--- config.mk ---
export PLATFORM = sky130hd
export DESIGN_NAME = fifo_level_flags
export DESIGN_NICKNAME = d
export VERILOG_FILES = /design/src/rtl/fifo_level_flags.sv
export SDC_FILE = /design/constraint.sdc
export NUM_CORES = 1
export LEC_CHECK = 0
export CAP_MARGIN = 20
export CORE_MARGIN = 5
export CORE_UTILIZATION = 30
export CTS_CLUSTER_DIAMETER = 120
export DETAILED_ROUTE_END_ITERATION = 16
export DONT_BUFFER_PORTS = 1
export GPL_TIMING_DRIVEN = 0
export SLEW_MARGIN = 20
export SYNTH_ARGS = -nofsm -noshare
export SYNTH_HDL_FRONTEND = slang
export SYNTH_SLANG_ARGS = --single-unit
export TNS_END_PERCENT = 10
--- constraint.sdc ---
create_clock -name clk -period 2.99 [get_ports clk]
set_input_delay 0.598 -clock clk [delete_from_list [all_inputs] [get_ports clk]]
set_output_delay 0.598 -clock clk [all_outputs]
set_load 0.01 [all_outputs]
--- src/rtl/fifo_level_flags.sv ---
module fifo_level_flags #(
  parameter int DEPTH   = 16,
  parameter int FIELD_W = 8
) (
  input  logic                     clk,
  input  logic                     rst_n,
  input  logic [$clog2(DEPTH+1)-1:0] tx_count,
  input  logic [$clog2(DEPTH+1)-1:0] rx_count,
  input  logic [1:0]               tx_sel,
  input  logic [1:0]               rx_sel,
  input  logic                     tx_ie,
  input  logic                     rx_ie,
  input  logic                     reg_rd,
  input  logic                     reg_wr,
  input  logic                     reg_addr,
  input  logic [1:0]               reg_wdata,
  output logic [2*FIELD_W-1:0]     reg_rdata,
  output logic                     tx_flag,
  output logic                     rx_flag,
  output logic                     irq
);
  localparam int CW = $clog2(DEPTH+1);

  function automatic logic [CW-1:0] tx_level(input logic [1:0] s);
    case (s)
      2'd0:    return CW'(8);
      2'd1:    return CW'(4);
      2'd2:    return CW'(2);
      default: return CW'(1);
    endcase
  endfunction

  function automatic logic [CW-1:0] rx_level(input logic [1:0] s);
    case (s)
      2'd0:    return CW'(1);
      2'd1:    return CW'(4);
      2'd2:    return CW'(8);
      default: return CW'(14);
    endcase
  endfunction

  logic tx_cond, rx_cond, tx_seen, rx_seen, st_rd, st_wr, tx_clr, rx_clr;

  assign tx_cond = tx_count <= tx_level(tx_sel);
  assign rx_cond = rx_count >= rx_level(rx_sel);
  assign st_rd   = reg_rd && !reg_addr;
  assign st_wr   = reg_wr && !reg_addr;
  assign tx_clr  = st_wr && !reg_wdata[0] && tx_seen;
  assign rx_clr  = st_wr && !reg_wdata[1] && rx_seen;

  always_ff @(posedge clk) begin
    if (!rst_n) begin
      tx_flag <= 1'b0;
      rx_flag <= 1'b0;
      tx_seen <= 1'b0;
      rx_seen <= 1'b0;
    end else begin
      tx_flag <= tx_clr ? tx_cond : (tx_flag | tx_cond);
      rx_flag <= rx_clr ? rx_cond : (rx_flag | rx_cond);
      if (tx_clr)                  tx_seen <= 1'b0;
      else if (st_rd && tx_flag)   tx_seen <= 1'b1;
      if (rx_clr)                  rx_seen <= 1'b0;
      else if (st_rd && rx_flag)   rx_seen <= 1'b1;
    end
  end

  assign reg_rdata = reg_addr ? {FIELD_W'(tx_count), FIELD_W'(rx_count)}
                              : {{(2*FIELD_W-2){1'b0}}, rx_flag, tx_flag};
  assign irq = (tx_flag && tx_ie) || (rx_flag && rx_ie);


  tx_set_chk: assert property (@(posedge clk) disable iff (!rst_n)
    tx_cond |=> tx_flag);

  rx_set_chk: assert property (@(posedge clk) disable iff (!rst_n)
    rx_cond |=> rx_flag);

  tx_fall_chk: assert property (@(posedge clk) disable iff (!rst_n)
    $fell(tx_flag) |-> $past(st_wr && !reg_wdata[0]));

  rx_fall_chk: assert property (@(posedge clk) disable iff (!rst_n)
    $fell(rx_flag) |-> $past(st_wr && !reg_wdata[1]));

  tx_noread_chk: assert property (@(posedge clk) disable iff (!rst_n)
    (tx_flag && !tx_seen) |=> tx_flag);

  irq_off_chk: assert property (@(posedge clk) disable iff (!rst_n)
    (!tx_ie && !rx_ie) |-> !irq);
endmodule

==> results.toml, run 1 <==
[sta]
slew_viol_final = 0
setup_tns_ns = 0
fin_crit_ns = 1.77
rsz0062_at_grt = "false"
period_share_pct = 59.2
hold_violations = 0
finalSetupViolCount = 0
max_freq_mhz = 565
fin_skew_ns = 0.0000243

[route]
num_vias = 426
routedWlPerCell_um = 12.8
drt_wl_total_mm = 1.11
dr.pass1.iters = 3
first_iter_violations = 2
drc = 0
ant_nets = 0
viasPerCell = 4.90

[finish]
finalCoreUtilization_pct = 36.6
nNetsFinal = 104
antenna_cells = 0
final_cell_area_um2 = 564
ff_latch_area_um2 = 80.1
multi_input_area_um2 = 373
fill_cells = 172
area_growth_pct = 12.2
drive_gt1_share_pct = 18.3
finalNonFillerCells = 87

[clocking]
cts_tree = "built"
post_cts_buffers = 0
root_buffer = "clkbuf_4"
clock-sinks = 4
worstSkewPairLatency_ns = 0.23
postCtsHoldBufs = 0
post_cts_resized = 0
cts_buffer_depth = 2
cts_buffers = 3
cts.clk_slew.worst_paths_ns = 0.03
htreeDepth = 1

[floorplanning]
die_y_um = 50.9
rows = 14
io_pins = 42
start_util_pct = 32.6
die_w_um = 50.9
core_mm2 = 0.00154
die-area_mm2 = 0.00260

[min_path]
holdPathStages = 2
holdPathEnd = "tx_seen$_SDFFE_PP0P_"
hold_start = "rst_n"
holdCritPathClass = "in2reg"

[power]
pwr-share-clk_pct = 36.1
p_switching_mw = 0.0538
power.density_mw_per_mm2 = 325
leakage_nw = 0.279
swShare_pct = 29.3
internal_power_mw = 0.130
irDropWorstVdd_v = 0.000230
finalPower_mw = 0.183
power_frac_seq_pct = 34.4
p_comb_share_pct = 29.5

[synthesis]
ys_ff_latch = 4
synth_ff_type = "dfxtp_1"
async_reset_ff_share_pct = 0
yosysTopAreaCell = "ha_1"
synth_top_area_share_pct = 19.9
yosysSeqAreaShare_pct = 15.9
synth_edf_count = 0
syn_area_um2 = 503
synth_common_cells = "9 x and2_1, 8 x ha_1, 6 x buf_4"
synth_top_cells_by_area = "ha_1 20%, dfxtp_1 16%, and2_1 11%"
yosysWarnings = 0
avgSynthCellArea_um2 = 7.98
synth_cells = 63
synth.most_common_cell = "and2_1"
synth_cell_types = 24

[critical_path]
startpoint_type = "primary input"
worstSetupEndpointType = "primary output"
critPathSlowestCell = "mux2_2"
worstReg2RegStart = "rx_seen$_SDFFE_PP0P_"
cp_top_family = "multiplexers"
rr_worst_depth = 3
worstPathCellList = "clkbuf_2, mux2_2"
required_ns = 2.39
crit_type = "in2out"
critPathMaxStageDelay_ns = 0.39
reg2reg_to = "rx_flag$_SDFF_PN0_"
crit_arrival_ns = 1.17
reg2reg_slack_ns = 1.99
cp_max_fo = 10
path_buf_inv = 1

[placed_design]
gp_congestion = 0.665
portBuffers = 0
placed_area_um2 = 542
dp_cells = 84
dp_hpwl_mm = 1.00

[grt]
grt_pass1_wl_mm = 1.68
grt_usage_pct = 8.38
antenna_found_initial = 0
globalRouteOverflowTotal = 0
grt_pass1_vias = 411
grt_max_degree = 11

[run]
drv_cap = 0

[run_status]
status = "complete, no violations"
[logic make-up after synthesis]
logic type	after synthesis	synth area share [%]
adder cells (fa/ha/maj)	8	19.9
other	1	0.746
multiplexers	2	4.48
flip-flops	4	15.9
buffers and inverters	12	13.7
AO/OA/AOI/OAI	12	15.4
AND/OR/NAND/NOR	24	29.8
[through the flow]
step                hold WS, ns  worst slack (ns)
floorplan                 0.452              1.29
finish                    0.479              1.22
detailed placement        0.487              1.20
global route              0.472              1.17
CTS                       0.468              1.20
global placement          0.469              1.21
[layout make-up]
| class | count | area share, % |
|---|---|---|
| Multi-Input combinational cell | 52 | 66.1 |
| Sequential cell | 4 | 14.2 |
| Buffer | 7 | 8.87 |
| Clock buffer | 3 | 3.99 |
| Tap cell | 16 | 3.55 |
| Inverter | 5 | 3.33 |
[placed cells by master (no fill, tap or decap), types with 2 or more instances in the layout]
cell / synthesis / final
nand2b_1: 2 / 2
mux2_2: 2 / 2
nor2b_1: 2 / 2
dfxtp_1: 4 / 4
buf_4: 6 / 6
inv_1: 5 / 5
and2_1: 9 / 9
nor2_1: 3 / 3
clkbuf_4: 0 / 3
a21oi_1: 4 / 4
o21ai_0: 3 / 3
nand2_1: 2 / 2
ha_1: 8 / 8
conb_1: 1 / 6
nor3b_1: 2 / 2
[power by group through the flow]
stage	Sequential [mW]	Combinational, mW	Clock, mW
3_5_place_dp	0.0641	0.0548	0
5_1_grt	0.0641	0.0614	0.0744
2_1_floorplan	0.0625	0.0481	0
6_report	0.0632	0.0541	0.0663
3_3_place_gp	0.0640	0.0537	0
4_1_cts	0.0633	0.0551	0.0704
[sequential cells by signal (all words and copies together) (netlist names)]
signal   count
tx_flag      1
rx_flag      1
tx_seen      1
rx_seen      1
[per-layer routing]
| layer | GRT usage (%) | share of wire (%) | vias up |
|---|---|---|---|
| met4 | 6.38 | 1.3 | 0 |
| met2 | 14.0 | 50 | 24 |
| met3 | 2.91 | 13 | 2 |
| met1 | 8.39 | 35 | 180 |
| li1 | - | - | 220 |
| met5 | 0 | 0 | - |
[worst max-delay path by stage]
stage / to / start / slack [ns] / depth (start not counted)
2_1_floorplan: reg_rdata[0] / reg_addr / 1.29 / 2
3_3_place_gp: reg_rdata[0] / reg_addr / 1.21 / 2
3_5_place_dp: reg_rdata[0] / reg_addr / 1.20 / 2
4_1_cts: reg_rdata[0] / reg_addr / 1.20 / 2
5_1_grt: reg_rdata[0] / reg_addr / 1.17 / 2
6_report: reg_rdata[0] / reg_addr / 1.22 / 2
No activity file was read; power rests on OpenSTA's default activity.
==> inputs of run 2 (changes only) <==
- ABC_AREA: not set -> 1
- clock period: 2.99 -> 1.6 ns (I/O delays scaled with it)
==> run 2 against run 1 <==
  * Clock skew hardly changed
  * Via count is 28% higher
  * Clock power is 86% higher
  * Largest power group unchanged
  * Register-to-register slack worse by 1.2 ns
  * Global-route usage is 0.55 points higher
  * Sequential share of layout area is 1.7 points lower
  * Routed wire length is 11% higher
  * Total power is 96% higher
  * Critical endpoint unchanged
  * Highest routed layer is now met3
  * Core utilization is 0.37 points lower
==> results.toml, run 2 <==
[run_status]
status = "complete, no violations"

[finish]
area_growth_pct = 12.8
final_cell_mix = "35 x nand2_1, 23 x inv_1, 13 x nor2_1"
final_cell_area_um2 = 639
final_common_cell = "nand2_1"
nNetsFinal = 143
antenna_cells = 0
fill_cells = 214
multi_input_area_um2 = 359
drive_gt1_share_pct = 10.0
finalNonFillerCells = 135
ff_latch_area_um2 = 80.1

[placed_design]
gp_congestion = 0.664
portBuffers = 0
dp_hpwl_mm = 1.10
dp_cells = 132
placed_area_um2 = 617

[clocking]
post_cts_resized = 0
root_buffer = "clkbuf_4"
htreeDepth = 1
post_cts_buffers = 0
cts_buffer_depth = 2
worstSkewPairLatency_ns = 0.23
clock-sinks = 4
cts_buffers = 3
cts_tree = "built"
cts.clk_slew.worst_paths_ns = 0.04
postCtsHoldBufs = 0

[synthesis]
yosysSeqAreaShare_pct = 14.1
avgSynthCellArea_um2 = 5.56
synth_top_area_share_pct = 23.2
synth_ff_type = "dfxtp_1"
synth_cells = 102
yosysWarnings = 0
synth_common_cells = "35 x nand2_1, 23 x inv_1, 13 x nor2_1"
synth_top_cells_by_area = "nand2_1 23%, ha_1 18%, inv_1 15%"
async_reset_ff_share_pct = 0
synth_edf_count = 0
ys_ff_latch = 4
synth_cell_types = 15
syn_area_um2 = 567
synth.most_common_cell = "nand2_1"
yosysTopAreaCell = "nand2_1"

[power]
swShare_pct = 32.8
internal_power_mw = 0.241
p_comb_share_pct = 33.1
irDropWorstVdd_v = 0.000161
p_switching_mw = 0.118
pwr-share-clk_pct = 34.2
finalPower_mw = 0.359
power_frac_seq_pct = 32.7
leakage_nw = 0.427
power.density_mw_per_mm2 = 562

[grt]
antenna_found_initial = 0
globalRouteOverflowTotal = 0
grt_max_degree = 11
grt_pass1_wl_mm = 1.84
grt_usage_pct = 8.93
grt_pass1_vias = 495

[critical_path]
required_ns = 1.28
worstSetupEndpointType = "primary output"
crit_type = "reg2out"
cp_max_fo = 5
crit_arrival_ns = 0.91
startpoint_type = "flip-flop"

[floorplanning]
io_pins = 42
die_y_um = 53.5
rows = 15
core_mm2 = 0.00176
die-area_mm2 = 0.00286
die_w_um = 53.5
start_util_pct = 32.1

[route]
ant_nets = 0
routedWlPerCell_um = 9.18
viasPerCell = 4.04
drc = 0
drt_wl_total_mm = 1.24
num_vias = 545
first_iter_violations = 11
dr.pass1.iters = 4

[sta]
hold_violations = 0
fin_crit_ns = 1.23
rsz0062_at_grt = "false"
finalSetupViolCount = 0
slew_viol_final = 0
setup_tns_ns = 0
max_freq_mhz = 810
period_share_pct = 77.2
fin_skew_ns = 0.0000636

[min_path]
holdCritPathClass = "in2reg"

[run]
drv_cap = 0
run 2: through the flow:
step	hold WS [ns]	util [%]	worst slack, ns
after floorplan	0.427	-	0.401
after global placement	0.437	35.0	0.343
after detailed placement	0.449	35.0	0.316
after CTS	0.206	36.2	0.340
after global routing	0.204	36.2	0.295
final	0.211	36.2	0.365
run 2: power by group through the flow:
stage	Combinational (mW)	Clock, mW	Sequential (mW)
floorplan	0.105	0	0.117
global placement	0.118	0	0.119
detailed placement	0.120	0	0.119
CTS	0.121	0.130	0.118
global route	0.139	0.140	0.119
finish	0.119	0.123	0.118
run 2: area by class of cell:
class,count,area share [%]
multi-input combinational,72,56.2
inverter,24,14.1
sequential,4,12.5
buffer,7,8.81
tap,25,4.89
clock buffer,3,3.52
run 2: path summary, 6_finish.rpt:
| check | depth (start not counted) | from | to | slack [ns] |
|---|---|---|---|---|
| setup / recovery | 2 | tx_flag$_SDFF_PN0_ | reg_rdata[0] | 0.37 |
| hold / removal | 2 | rst_n | rx_seen$_SDFFE_PP0P_ | 0.21 |
| setup reg to reg | 7 | tx_seen$_SDFFE_PP0P_ | tx_flag$_SDFF_PN0_ | 0.75 |
| hold reg to reg | 2 | rx_seen$_SDFFE_PP0P_ | rx_seen$_SDFFE_PP0P_ | 0.45 |
run 2: cell families after synthesis:
kind of cell / share of synthesized area [%]
buf+inv: 25.8
compound gates: 4.19
flops: 14.1
simple gates: 37.5
fa+ha+maj: 17.7
other cells: 0.662
run 2: critical path: stages, from the launching register on:
cell and delay (ns):
dfxtp_1 0.45, nand2_1 0.08, o21ai_0 0.16
run 2: layer usage:
layer / share of wire, % / GRT usage, %
met1: 43 / 9.80
met2: 47 / 13.7
met3: 9.8 / 3.66
met4: 0 / 6.38
met5: 0 / 0
